**src/rtl/pcc_pkg.sv**
```systemverilog
package pcc_pkg;

  typedef enum logic [2:0] {
    MD_RESET   = 3'd0,
    MD_HIGH    = 3'd1,
    MD_MEDIUM  = 3'd2,
    MD_SLEEP   = 3'd3,
    MD_STANDBY = 3'd4
  } pcc_mode_e;

  function automatic logic mode_running(pcc_mode_e m);
    return (m == MD_HIGH) || (m == MD_MEDIUM);
  endfunction

endpackage

```
**src/rtl/pcc_sleep_decode.sv**
```systemverilog
module pcc_sleep_decode (
  input  logic sleep_req,
  input  logic stby_bit,
  input  logic lowspd_bit,
  input  logic wdt_src_bit,
  output logic go_sleep,
  output logic go_standby
);

  // Light sleep: standby off, low-speed off.
  // Software standby: standby on, low-speed off, watchdog on main clock source.
  always_comb begin
    go_sleep   = sleep_req && !stby_bit && !lowspd_bit;
    go_standby = sleep_req &&  stby_bit && !lowspd_bit && !wdt_src_bit;
  end

endmodule

```
**src/rtl/pcc_clk_div.sv**
```systemverilog
module pcc_clk_div #(
  parameter int SEL_W     = 3,
  parameter int MAX_SHIFT = 5
) (
  input  logic             clk,
  input  logic             rst,
  input  logic             run,
  input  logic             restart,
  input  logic [SEL_W-1:0] sel,
  output logic             bm_en_q
);

  localparam int CNT_W = (MAX_SHIFT < 1) ? 1 : MAX_SHIFT;

  logic [CNT_W-1:0] cnt_q;
  logic [CNT_W:0]   div_full;
  logic [CNT_W-1:0] limit;

  always_comb begin
    div_full = {{CNT_W{1'b0}}, 1'b1} << sel;
    limit    = CNT_W'(div_full - 1'b1);
  end

  always_ff @(posedge clk) begin
    if (rst || !run || restart) begin
      cnt_q   <= '0;
      bm_en_q <= 1'b0;
    end else if (cnt_q == limit) begin
      cnt_q   <= '0;
      bm_en_q <= 1'b1;
    end else begin
      cnt_q   <= cnt_q + 1'b1;
      bm_en_q <= 1'b0;
    end
  end

  // with any real division, two pulses never sit in adjacent cycles
  a_r5_no_adjacent_pulse: assert property (@(posedge clk) disable iff (rst)
    (bm_en_q && sel != '0) |=> !bm_en_q);

  // the phase counter never runs past the current terminal count
  a_r5_cnt_bound: assert property (@(posedge clk) disable iff (rst)
    (!restart && run && cnt_q <= limit) |=> (cnt_q <= $past(limit)));

endmodule

```
**src/rtl/pcc_mode_fsm.sv**
```systemverilog
module pcc_mode_fsm
  import pcc_pkg::*;
#(
  parameter int SEL_W     = 3,
  parameter int MAX_SHIFT = 5
) (
  input  logic             clk,
  input  logic             rst,
  input  logic             rst_pin_n,
  input  logic             wdt_ovf,
  input  logic [SEL_W-1:0] clk_sel,
  input  logic             bus_end,
  input  logic             go_sleep,
  input  logic             go_standby,
  input  logic             irq,
  input  logic             ext_irq,
  output pcc_mode_e        mode_q,
  output pcc_mode_e        mode_d,
  output logic [SEL_W-1:0] sel_q,
  output logic             restart
);

  localparam logic [SEL_W-1:0] SEL_MAX = SEL_W'(MAX_SHIFT);

  logic             any_rst;
  logic             apply;
  logic [SEL_W-1:0] sel_norm;
  logic [SEL_W-1:0] sel_d;
  pcc_mode_e        speed_mode;

  always_comb begin
    any_rst    = rst || !rst_pin_n || wdt_ovf;
    sel_norm   = (clk_sel > SEL_MAX) ? SEL_MAX : clk_sel;
    speed_mode = (sel_q == '0) ? MD_HIGH : MD_MEDIUM;
  end

  always_comb begin
    mode_d = mode_q;
    sel_d  = sel_q;
    apply  = 1'b0;
    if (any_rst) begin
      mode_d = MD_RESET;
      sel_d  = '0;
    end else begin
      unique case (mode_q)
        MD_RESET: begin
          mode_d = MD_HIGH;
          sel_d  = '0;
        end
        MD_HIGH, MD_MEDIUM: begin
          if (go_sleep) begin
            mode_d = MD_SLEEP;
          end else if (go_standby) begin
            mode_d = MD_STANDBY;
          end else if (bus_end) begin
            apply  = 1'b1;
            sel_d  = sel_norm;
            mode_d = (sel_norm == '0) ? MD_HIGH : MD_MEDIUM;
          end
        end
        MD_SLEEP: begin
          if (irq || ext_irq) mode_d = speed_mode;
        end
        MD_STANDBY: begin
          if (ext_irq) mode_d = speed_mode;
        end
        default: begin
          mode_d = MD_RESET;
          sel_d  = '0;
        end
      endcase
    end
  end

  assign restart = apply || (mode_d != mode_q);

  always_ff @(posedge clk) begin
    if (rst) begin
      mode_q <= MD_RESET;
      sel_q  <= '0;
    end else begin
      mode_q <= mode_d;
      sel_q  <= sel_d;
    end
  end

  // pin reset or watchdog overflow lands in reset state
  a_r1_reset_entry: assert property (@(posedge clk) disable iff (rst)
    (!rst_pin_n || wdt_ovf) |=> (mode_q == MD_RESET));

  // leaving reset gives high speed with no division
  a_r2_reset_exit: assert property (@(posedge clk) disable iff (rst)
    (mode_q == MD_RESET && rst_pin_n && !wdt_ovf) |=> (mode_q == MD_HIGH && sel_q == '0));

  // applied exponent never exceeds the largest divisor
  a_r3_sel_range: assert property (@(posedge clk) disable iff (rst)
    (mode_q != MD_RESET) |-> (sel_q <= SEL_MAX));

  // no bus-cycle end, no divisor change
  a_r4_sel_hold: assert property (@(posedge clk) disable iff (rst)
    (!bus_end && rst_pin_n && !wdt_ovf && mode_q != MD_RESET) |=> $stable(sel_q));

  // standby ignores everything but an external interrupt
  a_r10_standby_hold: assert property (@(posedge clk) disable iff (rst)
    (mode_q == MD_STANDBY && !ext_irq && rst_pin_n && !wdt_ovf) |=> (mode_q == MD_STANDBY));

endmodule

```
**src/rtl/pwr_clk_ctrl.sv**
```systemverilog
module pwr_clk_ctrl
  import pcc_pkg::*;
#(
  parameter int SEL_W     = 3,
  parameter int MAX_SHIFT = 5
) (
  input  logic             clk,
  input  logic             rst,
  input  logic             rst_pin_n,
  input  logic             wdt_ovf,
  input  logic [SEL_W-1:0] clk_sel,
  input  logic             stby_bit,
  input  logic             lowspd_bit,
  input  logic             wdt_src_bit,
  input  logic             sleep_req,
  input  logic             bus_end,
  input  logic             irq,
  input  logic             ext_irq,
  output logic [2:0]       mode,
  output logic             bm_clk_en,
  output logic             periph_clk_en
);

  logic             go_sleep;
  logic             go_standby;
  pcc_mode_e        mode_q;
  pcc_mode_e        mode_d;
  logic [SEL_W-1:0] sel_q;
  logic             restart;
  logic             run_next;
  logic             periph_q;

  pcc_sleep_decode u_dec (
    .sleep_req   (sleep_req),
    .stby_bit    (stby_bit),
    .lowspd_bit  (lowspd_bit),
    .wdt_src_bit (wdt_src_bit),
    .go_sleep    (go_sleep),
    .go_standby  (go_standby)
  );

  pcc_mode_fsm #(.SEL_W(SEL_W), .MAX_SHIFT(MAX_SHIFT)) u_fsm (
    .clk        (clk),
    .rst        (rst),
    .rst_pin_n  (rst_pin_n),
    .wdt_ovf    (wdt_ovf),
    .clk_sel    (clk_sel),
    .bus_end    (bus_end),
    .go_sleep   (go_sleep),
    .go_standby (go_standby),
    .irq        (irq),
    .ext_irq    (ext_irq),
    .mode_q     (mode_q),
    .mode_d     (mode_d),
    .sel_q      (sel_q),
    .restart    (restart)
  );

  assign run_next = mode_running(mode_d);

  pcc_clk_div #(.SEL_W(SEL_W), .MAX_SHIFT(MAX_SHIFT)) u_div (
    .clk     (clk),
    .rst     (rst),
    .run     (run_next),
    .restart (restart),
    .sel     (sel_q),
    .bm_en_q (bm_clk_en)
  );

  always_ff @(posedge clk) begin
    if (rst) periph_q <= 1'b0;
    else     periph_q <= (mode_d != MD_STANDBY) && (mode_d != MD_RESET);
  end

  assign periph_clk_en = periph_q;
  assign mode          = mode_q;

  // bus masters halted whenever not running
  a_r7_bm_off_when_halted: assert property (@(posedge clk) disable iff (rst)
    (mode_q == MD_SLEEP || mode_q == MD_STANDBY || mode_q == MD_RESET) |-> !bm_clk_en);

  // standby stops the peripheral enable too
  a_r8_standby_periph_off: assert property (@(posedge clk) disable iff (rst)
    (mode_q == MD_STANDBY) |-> !periph_clk_en);

  // peripheral enable stays on in running and sleep modes
  a_r6_periph_on: assert property (@(posedge clk) disable iff (rst)
    (mode_q == MD_HIGH || mode_q == MD_MEDIUM || mode_q == MD_SLEEP) |-> periph_clk_en);

endmodule

```
**config.mk**
```make
export PLATFORM = sky130hd
export DESIGN_NAME = pwr_clk_ctrl
export DESIGN_NICKNAME = d
export VERILOG_FILES = /design/src/rtl/pcc_pkg.sv /design/src/rtl/pcc_sleep_decode.sv /design/src/rtl/pcc_clk_div.sv /design/src/rtl/pcc_mode_fsm.sv /design/src/rtl/pwr_clk_ctrl.sv
export SDC_FILE = /design/constraint.sdc
export NUM_CORES = 1
export LEC_CHECK = 0
export BUFFER_PORTS_ARGS = -buffer_cell sky130_fd_sc_hd__buf_2
export CAP_MARGIN = 0
export CORE_MARGIN = 5
export CORE_UTILIZATION = 57
export DETAILED_ROUTE_END_ITERATION = 8
export PLACE_DENSITY = 0.9
export SYNTH_ARGS = -nofsm -noshare
export SYNTH_HDL_FRONTEND = slang
export SYNTH_SLANG_ARGS = --single-unit
```
**constraint.sdc**
```tcl
create_clock -name clk -period 3.6 [get_ports clk]
set_input_delay 0.54 -clock clk [delete_from_list [all_inputs] [get_ports clk]]
set_output_delay 0.54 -clock clk [all_outputs]
set_load 0.05 [all_outputs]
```
==> run summary <==
Status: completed
Die width: 50 µm
Crit-path max FO: 7
Avg WL per Cell: 13.6 µm
Post-CTS Setup Bufs: 0
Hold violation total from the final report: 0
FMAX: 368 MHz
Capturing point of the worst reg2reg path: u_div.bm_en_q
Crit path time final: 2.72 ns
Initial antenna violation count: 0
Std-Cell Core Area: 1510 µm²
Setup TNS: 0 ns
Reg2reg path depth: 7
Static leakage: 0.000442 µW
# DRC: 0
WP data required: 3.80 ns
Setup violations, final: 0
Fin worst setup slack: 0.883 ns
Max-cap viol count: 0
Global-route wire length before repair: 3280 µm
H-Tree Level Count: 1
Total GRT Usage: 0.163
Crit path cell chain: or3_4 -> ha_1 -> nor4b_1 -> a211oi_2 -> xnor2_1 -> a2111oi_1 -> nor3b_1
Synth area leaders: dfxtp_1 (29%), nor2_1 (5.8%), xnor2_1 (3.8%)
Worst Path Class, Setup: reg -> reg
Slowest cell delay on critical path: 0.76 ns
Hold endpoint: u_div.cnt_q[0]
Sequential area share after synthesis: 0.285
Largest net degree at the start of global routing: 12
Starting Density: 0.605
Synth Flop Type: dfxtp_1
Max Transition Viols Final: 0
Hold_sp: u_div.cnt_q[0]
Fin util: 0.676
Rows: 14
Vias/cell: 5.93
R2R setup slack: 0.88 ns
Final wirelength: 1830 µm
Final Wtd Congestion: 0.877
Synth-to-layout area growth: 11.7%
CTS root buffer: clkbuf_4
CTS clock-pin slew for the worst setup and hold paths: 0.08 ns
Most instantiated cells after synthesis: nor2_1 (14), dfxtp_1 (13), nand2_1 (5)
DIE AREA: 2500 µm²
RSZ-0062 raised after global routing: false
Crit path DAT: 2.92 ns
Syn avg cell area: 9.12 µm²
Synth warnings: 0
Final #Nets: 136
Final HPWL DP: 1390 µm
TritonCTS Buffers: 3
Count leader, synth: nor2_1
CTS sink count: 13
Drt first-iter violations: 21
Synthesized cell area: 912 µm²
Pwr dens: 277 nW/µm²
Post-synth ARST share: 0
Share of the synthesized area in the top cell type: 0.285
Post-synth top area cell: dfxtp_1
Post-synth EDFFs: 0
DRT Pass-1 Iters: 4
Clk_skew: 0.0113 ns
Ant. Diodes: 0
Net count after synthesis: 116
Clk buf depth: 2
Die Y: 50 µm
TritonCTS clock tree: built
#FFs+latches synth: 13
Maximum VDD drop: 0.000228 V
Rel. slew slack: 0.363
Number of buffers added on ports: 18
IO Pins: 19
Measured slew at the worst slew-check pin: 0.953 ns
Worst r2r src: u_fsm.sel_q[2]
CP endpoint kind: flop
DR vias: 800
Period utilisation layout: 0.755
Clk_lat worst skew: 0.27 ns
Mapped Cells: 100
Number of global-route vias before repair: 784
Netlist cell types: 45
CP Launch Type: flop
Min-delay worst type: reg -> reg
Place WS: 0.968 ns
Crit-path slowest cell: a2111oi_1
DRT antenna net count: 0
Family with the most delay on the worst path: simple AND/OR/NAND/NOR gates
Gr ovfl total: 0
Share of layout cells above drive strength 1: 0.269
Buf/Inv on CP: 0
Hold_buf cts: 0
Post-cts sizing count: 0
Depth of the worst hold-timing path: 1
metrics by stage:
step                total power [µW]  hold slack [ns]  area (µm²)  cells
finish                           282            0.571        1020    135
CTS                              285            0.572        1020    135
detailed placement               199            0.558         992    131
floorplan                        185            0.498         912    100
global placement                 197            0.540         992    131
global route                     299            0.604        1020    135
placed cells by master, fill, tap and decap left out, drive strengths merged, types with 2 or more instances in the layout:
| master | count |
|---|---|
| nand2 | 5 |
| dfxtp | 13 |
| o21bai | 2 |
| o21ai | 3 |
| and2 | 2 |
| o211a | 2 |
| nor4b | 3 |
| a211o | 3 |
| a21oi | 4 |
| mux2i | 3 |
| buf | 18 |
| xnor2 | 4 |
| nor2 | 14 |
| nand3 | 2 |
| or2b | 2 |
| o22ai | 2 |
| clkbuf | 4 |
| xor2 | 4 |
| ha | 2 |
| nor3b | 3 |
| nor4 | 4 |
| nand2b | 2 |
| a211oi | 2 |
worst max-delay path by stage:
stage	startpoint	slack [ns]	endpoint	cells after the start
2_1_floorplan	u_fsm.sel_q[0]	1.18	u_div.bm_en_q	7
3_3_place_gp	u_fsm.sel_q[0]	1.03	u_div.bm_en_q	7
3_5_place_dp	u_fsm.sel_q[0]	0.97	u_div.bm_en_q	7
4_1_cts	u_fsm.sel_q[0]	0.94	u_div.bm_en_q	7
5_1_grt	u_fsm.sel_q[0]	0.62	u_div.bm_en_q	7
6_report	u_fsm.sel_q[2]	0.88	u_div.bm_en_q	7
report_power, final:
part	leakage [µW]	internal (µW)	switching [µW]
Sequential	0.000105	146	2.56
Combinational	0.000322	20.3	27.3
Clock	0.0000150	42.9	43.5
flip-flops by register name, indices dropped and copies added, names as in the netlist:
register,cells
periph_clk_en,1
u_div.bm_en_q,1
u_div.cnt_q,5
u_fsm.mode_q,3
u_fsm.sel_q,3
cell type report:
class,instances,area (µm²)
Fill cell,123,488
Timing Repair Buffer,18,90.1
Sequential cell,13,260
Clock buffer,4,26.3
Inverter,1,3.75
Multi-Input combinational cell,83,618
Tap cell,16,20.0
cell families after synthesis:
kind of cell / count (synthesis) / share of synthesized area
xor+xnor: 8 / 0.0768
simple gates: 45 / 0.302
flops: 13 / 0.285
buf+inv: 4 / 0.0370
compound gates: 24 / 0.228
mux: 3 / 0.0329
fa+ha+maj: 3 / 0.0384
routing by layer:
metal	wire (µm)	vias up	track usage	share of wire
li1	-	411	-	-
met1	826	373	0.199	0.45
met2	893	14	0.272	0.49
met3	104	2	0.0693	0.057
met4	6	0	0.0131	0.0033
met5	0	-	0	0
(Power assumes the default switching activity.)
